===== src/rtl/ser_sink_drv.sv =====
module ser_sink_drv #(
  parameter int WIDTH       = 8,
  parameter int SYNC_STAGES = 2
) (
  input  logic             clk,
  input  logic             rst_n,
  input  logic             sclk_in,
  input  logic             sdata_in,
  input  logic             strobe_in,
  input  logic             clr_n_in,
  input  logic             oe_n_in,
  output logic [WIDTH-1:0] sink_on,
  output logic             cascade_out
);

  localparam int TOP = SYNC_STAGES - 1;

  logic [TOP:0]     sclk_sy, strb_sy, clr_sy, dat_sy;
  logic             sclk_d, strb_d;
  logic             sclk_s, strb_s, clr_s, data_s;
  logic             shift_fire, strobe_fire;
  logic [WIDTH-1:0] sreg, latch_q;

  always_ff @(posedge clk or negedge rst_n) begin
    if (!rst_n) begin
      sclk_sy <= '0;
      strb_sy <= '0;
      clr_sy  <= '0;
      dat_sy  <= '0;
      sclk_d  <= 1'b0;
      strb_d  <= 1'b0;
    end else begin
      sclk_sy <= {sclk_sy[TOP-1:0], sclk_in};
      strb_sy <= {strb_sy[TOP-1:0], strobe_in};
      clr_sy  <= {clr_sy[TOP-1:0],  clr_n_in};
      dat_sy  <= {dat_sy[TOP-1:0],  sdata_in};
      sclk_d  <= sclk_s;
      strb_d  <= strb_s;
    end
  end

  assign sclk_s      = sclk_sy[TOP];
  assign strb_s      = strb_sy[TOP];
  assign clr_s       = clr_sy[TOP];
  assign data_s      = dat_sy[TOP];
  assign shift_fire  = sclk_s & ~sclk_d;
  assign strobe_fire = strb_s & ~strb_d;

  always_ff @(posedge clk or negedge rst_n) begin
    if (!rst_n)          sreg <= '0;
    else if (!clr_s)     sreg <= '0;
    else if (shift_fire) sreg <= {sreg[WIDTH-2:0], data_s};
  end

  always_ff @(posedge clk or negedge rst_n) begin
    if (!rst_n)           latch_q <= '0;
    else if (strobe_fire) latch_q <= sreg;
  end

  assign sink_on     = oe_n_in ? '0 : latch_q;
  assign cascade_out = sreg[WIDTH-1];

endmodule


===== config.mk =====
export PLATFORM = sky130hd
export DESIGN_NAME = ser_sink_drv
export DESIGN_NICKNAME = d
export VERILOG_FILES = /design/src/rtl/ser_sink_drv.sv
export SDC_FILE = /design/constraint.sdc
export NUM_CORES = 1
export LEC_CHECK = 0
export ABC_CLOCK_PERIOD_IN_PS = 1500
export BUFFER_PORTS_ARGS = -buffer_cell sky130_fd_sc_hd__buf_2
export CAP_MARGIN = 20
export CORE_ASPECT_RATIO = 1.25
export CORE_MARGIN = 5
export CORE_UTILIZATION = 30
export DETAILED_ROUTE_END_ITERATION = 6
export MAX_ROUTING_LAYER = met4
export PLACE_DENSITY = 0.46
export SLEW_MARGIN = 25
export SYNTH_ARGS = -nofsm -noshare
export SYNTH_HDL_FRONTEND = slang
export SYNTH_SLANG_ARGS = --single-unit

===== constraint.sdc =====
create_clock -name clk -period 1.5 [get_ports clk]
set_input_delay 0.3 -clock clk [delete_from_list [all_inputs] [get_ports clk]]
set_output_delay 0.3 -clock clk [all_outputs]
set_load 0.02 [all_outputs]

; After elaboration in Yosys (flattened, before gate mapping)
; Index checks and enable logic that the tools add are counted.
[op_classes]
mux = 3
eq_ne = 1
bitwise = 4
[ops]
columns = cell, n
row1 = $mux 8, 3
row2 = $and 1x1->1, 2
row3 = $ne 2x1->1 const B, 1
row4 = $not 1->1, 2
[word_totals]
elab_cells = 16
input_bits = 7
output_inout_bits = 9
regBits = 26

; Logic depth before layout (Yosys ltp)
; Gate-level depths: netlist (run 1).
[depth]
depth_word = 4
ltp_mapped = 3
ltp_nobuf = 2

; Worst setup path before layout (run 1)
; OpenSTA, ideal clock, no wires.
[synth_timing]
path_type = register to register
start = register strb_d
end = register latch_q[3]
synth_period_minus_slack_ns = 1.043
setup_time_ns = 0.125
path_stages_with_launch = 3
n_path_buf = 0
required_time_ns = 1.375
arrival_ns = 0.918
path_slack_ns = 0.457
cell_sequence = dfrtp_1 -> and2b_4 -> mux2_4
[synth_between]
elab_chain_cells = 2
[synth_lines]
columns = element, line_no
row1 = from (decl), 19  ; logic sclk_d, strb_d;
row2 = from (signal assigned), 38  ; strb_d <= strb_s;
row3 = $not 1->1, 47  ; assign strobe_fire = strb_s & ~strb_d;
row4 = $and 1x1->1, 47
row5 = to (signal assigned), 57  ; else if (strobe_fire) latch_q <= sreg;
row6 = to (decl), 22  ; logic [WIDTH-1:0] sreg, latch_q;
; Every way passes these cells.
; A chain may end at the register's enable or synchronous reset.

; Final worst setup path (run 1)
[layout_timing]
start = register latch_q[7]
end = output sink_on[7]
[layout_between]
elab_chain_cells = 1
[layout_lines]
columns = element, line_no
row1 = $mux 8, 60  ; assign sink_on = oe_n_in ? '0 : latch_q;
row2 = to (decl), 12  ; output logic [WIDTH-1:0] sink_on,
; Every way passes these cells.

==> results.md, run 1 <==
* Status: complete, no violations
* Critical-path cell list: nor2b_1, buf_2
* Final Max Tran Viols at 0
* First-pass GRT wire length at 2.24 mm
* Largest net degree at the start of global routing at 27
* DR vias at 499
* Skew-Pair Late Insertion Delay at 0.26 ns
* Mapped Nets at 71
* Dpl hpwl at 1.02 mm
* Cell variety after synth at 10
* Initial antenna violation count at 0
* Max Clock Skew at about 0.0015 ns
* Antenna fix cells at 0
* WHS at 0.0261 ns
* Yosys warnings at 0
* Post-Place Worst Slack at 0.430 ns
* Peak Freq at around 0.82 GHz
* Slowest-stage cell, CP: dfrtp_1
* FF-to-FF Start: strb_d
* Final worst setup slack at approximately 0.28 ns
* Initial detailed-routing violation count at 2
* GRT overflow at 0
* Worst Path Required at between 1 and 1.5 ns
* Syn Inst Count at 64
* Share of the synthesized area in the top cell type at 0.676
* CP endpoint kind: primary output
* CTS Buf Count at 3
* Postcts setup bufs at 0
* Mean post-synth cell area at approximately 15 µm²
* Worst path buffer plus inverter count at 1
* # rows at 23
* Worst setup path class: reg2out
* Worst path max stage delay at a little under 0.4 ns
* # setup viols final at 0
* Die area at around 4400 µm²
* CP delay by family, top: flip-flops
* I/O pin count at 16
* Period utilization at 0.817
* WL per Instance at roughly 11 µm
* CP arrival at a little over 0.9 ns
* Mapped cell area at 962 µm²
* Crit. Startpoint: latch_q[7]
* Final WL at 1.35 mm
* Clock transition at the registers of the reported paths at 0.08 ns
* Worst Max-Slew Pin Slew at 0.567 ns
* Area of the core at approximately 3100 µm²
* DRT antenna net count at 0
* Post-layout util at 0.357
* CP Launch Type: register
* Die Y at about 73 µm
* Fin crit period at 1.22 ns
* Clock Tree Buf Depth at 2
* Hold Violations, Final at 0
* Leak pwr at about 0.56 nW
* Setup TNS at 0 ns
* Worst-path fanout max at 2
* Slew Limit Headroom at 0.622
* Worst R2R Setup Slack at 0.42 ns
* Hold WC Path Type: in2async
* H-tree lvl count at 1
* Vias in the first global route at 512
* PD cells at approximately 1000 nW/µm²
* Final GP Congestion at ~0.66
* Fraction of layout cells with a size suffix above 1 at 0.358
* Starting density of the core at 0.307
* TritonCTS clock tree: yes
* Cell taking the most area after synthesis: dfrtp_1
* Peak supply drop at 589 µV
* Die W at slightly above 60 µm
* GRT Overall Usage at 0.0722
* Num Clock Sinks at 26
* Post-synthesis sequential area ratio at 0.676
* Post-synthesis register bit count at 26
* RSZ-0062 raised after global routing: no
* Buffers added on ports at 15
* Root buf cell: clkbuf_8
* First-pass detailed-route iteration total at 2
* Synthesis-to-layout area growth at 16.4%
* Cts repair resizes at 0
* Vias per cell at 4.23
* DRC Markers at 0
* Final nets at 90
* Cts hold-fix bufs at 0
* Max-Cap Viols at 0
* Top cells by area, synth: dfrtp_1 68%, mux2i_1 8.3%, mux2_4 6.2%
[metal layers]
layer / GRT usage / routed length [µm] / vias up
met1: 0.0798 / 554 / 240
li1: - / - / 242
met2: 0.108 / 665 / 13
met4: 0.0578 / 35 / 0
met5: - / 0 / -
met3: 0.0176 / 98 / 4
[kinds of logic (layout without fill, tap and decap cells)]
kind of cell	Yosys count	in the layout	share of synthesized area
DFF	26	26	0.676
and+or+nand+nor	20	20	0.118
muxes	16	16	0.192
buffers and inverters	2	19	0.0130
[Yosys cell counts (all sizes together)]
master and count:
mux2i 8, nand2b 1, mux2 8, clkbuf 1, nor2b 9, nand2 9, dfrtp 26, buf 1
and2b 1
[worst reg2reg max path, stage by stage (launching register included)]
cell	delay [ns]
dfrtp_1	0.38
and2b_4	0.29
mux2_4	0.30
[where the power goes]
part / switching (mW) / internal, mW / leakage (nW)
Clock: 0.188 / 0.179 / 0.0216
Sequential: 0.0101 / 0.719 / 0.339
Combinational: 0.0321 / 0.0253 / 0.201
Total: 0.230 / 0.923 / 0.561
[final timing paths]
path | to | cells after the start
max | sink_on[7] | 2
min | dat_sy[1] | 1
max reg2reg | latch_q[6] | 2
min reg2reg | strb_sy[1] | 0
max in group asynchronous | latch_q[4] | 1
min in group clk | sclk_sy[0] | 1
[sequential cells by signal, summed over array words and instances (netlist names)]
name and cells:
strb_d 1, latch_q 8, dat_sy 2, sclk_d 1
sreg 8, sclk_sy 2, strb_sy 2, clr_sy 2
[layout by cell type, fill, tap and decap left out, drive strengths merged]
master,netlist,final
mux2,8,8
dfrtp,26,26
clkbuf,1,3
mux2i,8,8
and2b,1,1
nand2,9,9
nand2b,1,1
nor2b,9,9
buf,1,16
[cell type report]
cell class	count	area (µm²)
fill	310	2020
sequential	26	651
multi-input combinational	36	299
timing repair buffer	16	82.6
tap	37	46.3
clock buffer	3	41.3
[through the flow]
| step | std cells | area [µm²] | total power [mW] |
|---|---|---|---|
| final | 118 | 1120 | 1.15 |
| after global routing | 118 | 1120 | 1.20 |
| after CTS | 118 | 1120 | 1.18 |
| after detailed placement | 115 | 1080 | 0.803 |
| after global placement | 115 | 1080 | 0.802 |
| after floorplan | 64 | 962 | 0.773 |
No activity file was read; power rests on OpenSTA's default activity.
==> run 2, diff against run 1 <==
--- a/config.mk
+++ b/config.mk
@@ -5,7 +5,8 @@
 export SDC_FILE = /design/constraint.sdc
 export NUM_CORES = 1
 export LEC_CHECK = 0
-export ABC_CLOCK_PERIOD_IN_PS = 1500
+export ABC_AREA = 1
+export ABC_CLOCK_PERIOD_IN_PS = 1300
 export BUFFER_PORTS_ARGS = -buffer_cell sky130_fd_sc_hd__buf_2
 export CAP_MARGIN = 20
 export CORE_ASPECT_RATIO = 1.25
==> constraint.sdc (replaced) <==
create_clock -name clk -period 1.3 [get_ports clk]
set_input_delay 0.26 -clock clk [delete_from_list [all_inputs] [get_ports clk]]
set_output_delay 0.26 -clock clk [all_outputs]
set_load 0.02 [all_outputs]
==> run 2 against run 1 <==
Net effect:
- final area up 5.8%
- highest routed layer unchanged
- count of clock-buffer cells in the layout up 1
- global-route usage up 1.4 points
- area after synthesis up 6.9%
- combinational power up 5.1%
- sequential share of layout area down 3.2 points
- the flow now finishes with violations (hold timing)
- clock skew up 0.0015 ns
- die area up 5.8%
- worst setup slack worse by 0.14 ns
- non-clock buffer count down 1
- cell count up 44%
- critical path type unchanged
==> results.md, run 2 <==
* Seq pwr share at 0.601
* Mapped cell area at about 1000 µm²
* Post-layout util at 0.364
* Multi-input combinational cell area at roughly 280 µm²
* Final nets at 141
* Final Max Tran Viols at 0
* Clock power frac at 0.356
* WHS at -0.0236 ns
* Yosys warnings at 0
* RSZ-0062 raised after global routing: no
* Post-synthesis register bit count at 26
* TritonCTS clock tree: yes
* Share of the synthesized area in the top cell type at 0.633
* Cts repair resizes at 0
* Critical-path cell list: inv_1, nor2_1, buf_2
* Clock Tree Buf Depth at 2
* Hold Violations, Final at 26
* Hold WC Path Type: in2async
* Root buf cell: clkbuf_8
* Ys async rst share at 1.00
* Met3 routed WL at about 100 µm
* Vias per cell at 4.12
* Most frequent cells in the layout: 49 x nand2_1, 26 x dfrtp_1, 17 x inv_1
* Worst path buffer plus inverter count at 2
* Top cells by area, synth: dfrtp_1 63%, nand2_1 18%, inv_1 6.2%
* Status: finished with violations
* First-pass GRT wire length at 3.09 mm
* # rows at 23
* P_int at 1.12 mW
* DRT antenna net count at 0
* Failing checks: hold timing
* I/O pin count at 16
* Final WL at 1.63 mm
* Pwr Total at between 1 and 1.5 mW
* Syn Inst Count at 117
* Main flop type after synthesis: dfrtp_1
* CTS Buf Count at 3
* Comb power frac at 0.043
* Setup TNS at 0 ns
* # setup viols final at 0
* Worst setup path class: reg2out
* CP arrival at 0.90 ns
* Initial detailed-routing violation count at 18
* Post-synth EDFFs at 0
* Post-synthesis sequential area ratio at 0.633
* Max Clock Skew at 0.00305 ns
* Placed cell count at 166
* Mean post-synth cell area at 8.79 µm²
* Postcts setup bufs at 0
* Mapped Nets at 124
* Worst Path Required at 1.04 ns
* Commonest non-fill, non-tap cell in the layout: nand2_1
* WL per Instance at 9.57 µm
* Worst-path fanout max at 2
* Starting density of the core at 0.316
* Num Clock Sinks at 26
* Fillers at 356
* H-tree lvl count at 1
* Final GP Congestion at 0.723
* Top Metal Used: met4
* Sequential cell area at 651 µm²
* Initial antenna violation count at 0
* Skew-Pair Late Insertion Delay at roughly 0.26 ns
* Die W at 62.4 µm
* Cell taking the most area after synthesis: dfrtp_1
* Fin crit period at 1.16 ns
* Most common cell in the netlist: nand2_1
* First-pass detailed-route iteration total at 4
* Commonest cells in the synthesized netlist: 49 x nand2_1, 26 x dfrtp_1, 17 x inv_1, 8 x nand3_1, 8 x nor2_1
* Fraction of layout cells with a size suffix above 1 at 0.188
* CP endpoint kind: primary output
* Worst path max stage delay at approximately 0.36 ns
* Metal2 WL at 804 µm
* DRC Markers at 0
* Peak supply drop at between 700 and 800 µV
* Largest net degree at the start of global routing at 27
* Synthesis-to-layout area growth at 15.2%
* Dpl hpwl at roughly 1.2 mm
* Max-Cap Viols at 0
* Slowest-stage cell, CP: dfrtp_1
* Period utilization at 0.893
* Antenna fix cells at 0
* Vias in the first global route at 745
* Buffers added on ports at 15
* M1 WL at roughly 680 µm
* CP delay by family, top: flip-flops
* CP Launch Type: register
* Cell variety after synth at 11
* Biggest regs: latch_q x8, sreg x8
* Worst Max-Slew Pin Slew at ~0.56 ns
* DR vias at 700
* Leak pwr at just over 0.7 nW
* PD cells at 1190 nW/µm²
* Post-Layout Cell Count at 170
* Area of the core at 3250 µm²
* Slew Limit Headroom at 0.627
* Cts hold-fix bufs at 0
* GRT overflow at 0
* Peak Freq at 0.861 GHz
* GRT Overall Usage at 0.0864
* Die Y at 75.5 µm
* Clock transition at the registers of the reported paths at 0.08 ns
* Die area at between 4000 and 5000 µm²
* Switching Fraction at 0.208
* Psw at ~0.3 mW
[run 2: changes by cell type after synthesis, moves of 3 or more]
cell,before,now
inv_1,0,17
mux2i_1,8,0
mux2_4,4,0
inv_2,0,3
nand2_1,9,49
nor2_1,0,8
nor2b_1,9,0
nand3_1,0,8
mux2_2,4,0
[run 2: cell type report]
| class | count | share of cell area |
|---|---|---|
| repair buffers | 15 | 0.0634 |
| well taps | 37 | 0.0391 |
| clock buffers | 4 | 0.0465 |
| multi-input cells | 68 | 0.239 |
| inverters | 20 | 0.0634 |
| flip-flops and latches | 26 | 0.549 |
[run 2: metrics by stage]
| step | setup slack (ns) | hold WS (ns) | area (µm²) |
|---|---|---|---|
| final | 0.139 | -0.0236 | 1180 |
| after global routing | 0.0482 | 0.0254 | 1180 |
| after CTS | 0.118 | 0.00409 | 1180 |
| after floorplan | 0.336 | -0.0356 | 1030 |
| after global placement | 0.377 | 0.289 | 1130 |
| after detailed placement | 0.369 | 0.299 | 1130 |
[run 2: per-layer routing]
layer / track usage / vias up
met5: - / -
met4: 0.0495 / 0
met3: 0.0265 / 5
met2: 0.152 / 17
met1: 0.0856 / 307
li1: - / 371
[run 2: power by group through the flow]
| stage | sequential, mW | clock, mW | combinational [mW] |
|---|---|---|---|
| floorplan | 0.854 | 0 | 0.0423 |
| global placement | 0.863 | 0 | 0.0625 |
| detailed placement | 0.864 | 0 | 0.0639 |
| CTS | 0.848 | 0.530 | 0.0641 |
| global route | 0.851 | 0.561 | 0.0725 |
| finish | 0.847 | 0.501 | 0.0603 |
[run 2: worst reg2reg max path: cells and delay by family (launching register included)]
family        cells  cell delay, ns
simple gates      3            0.26
flops             1            0.55
[run 2: cell families after synthesis]
kind of cell,share of synthesized area
simple gates,0.275
flops,0.633
buf+inv,0.0924
[run 2: final timing paths]
path / slack, ns / start / cells past startpoint / to
min reg2reg: 0.35 / clr_sy[0] / 0 / clr_sy[1]
max in group asynchronous: 0.95 / rst_n / 1 / sreg[1]
max reg2reg: 0.39 / strb_sy[1] / 3 / latch_q[0]
min in group clk: 0.09 / sclk_in / 1 / sclk_sy[0]
max: 0.14 / latch_q[0] / 3 / sink_on[0]
min: -0.02 / rst_n / 1 / sclk_sy[1]
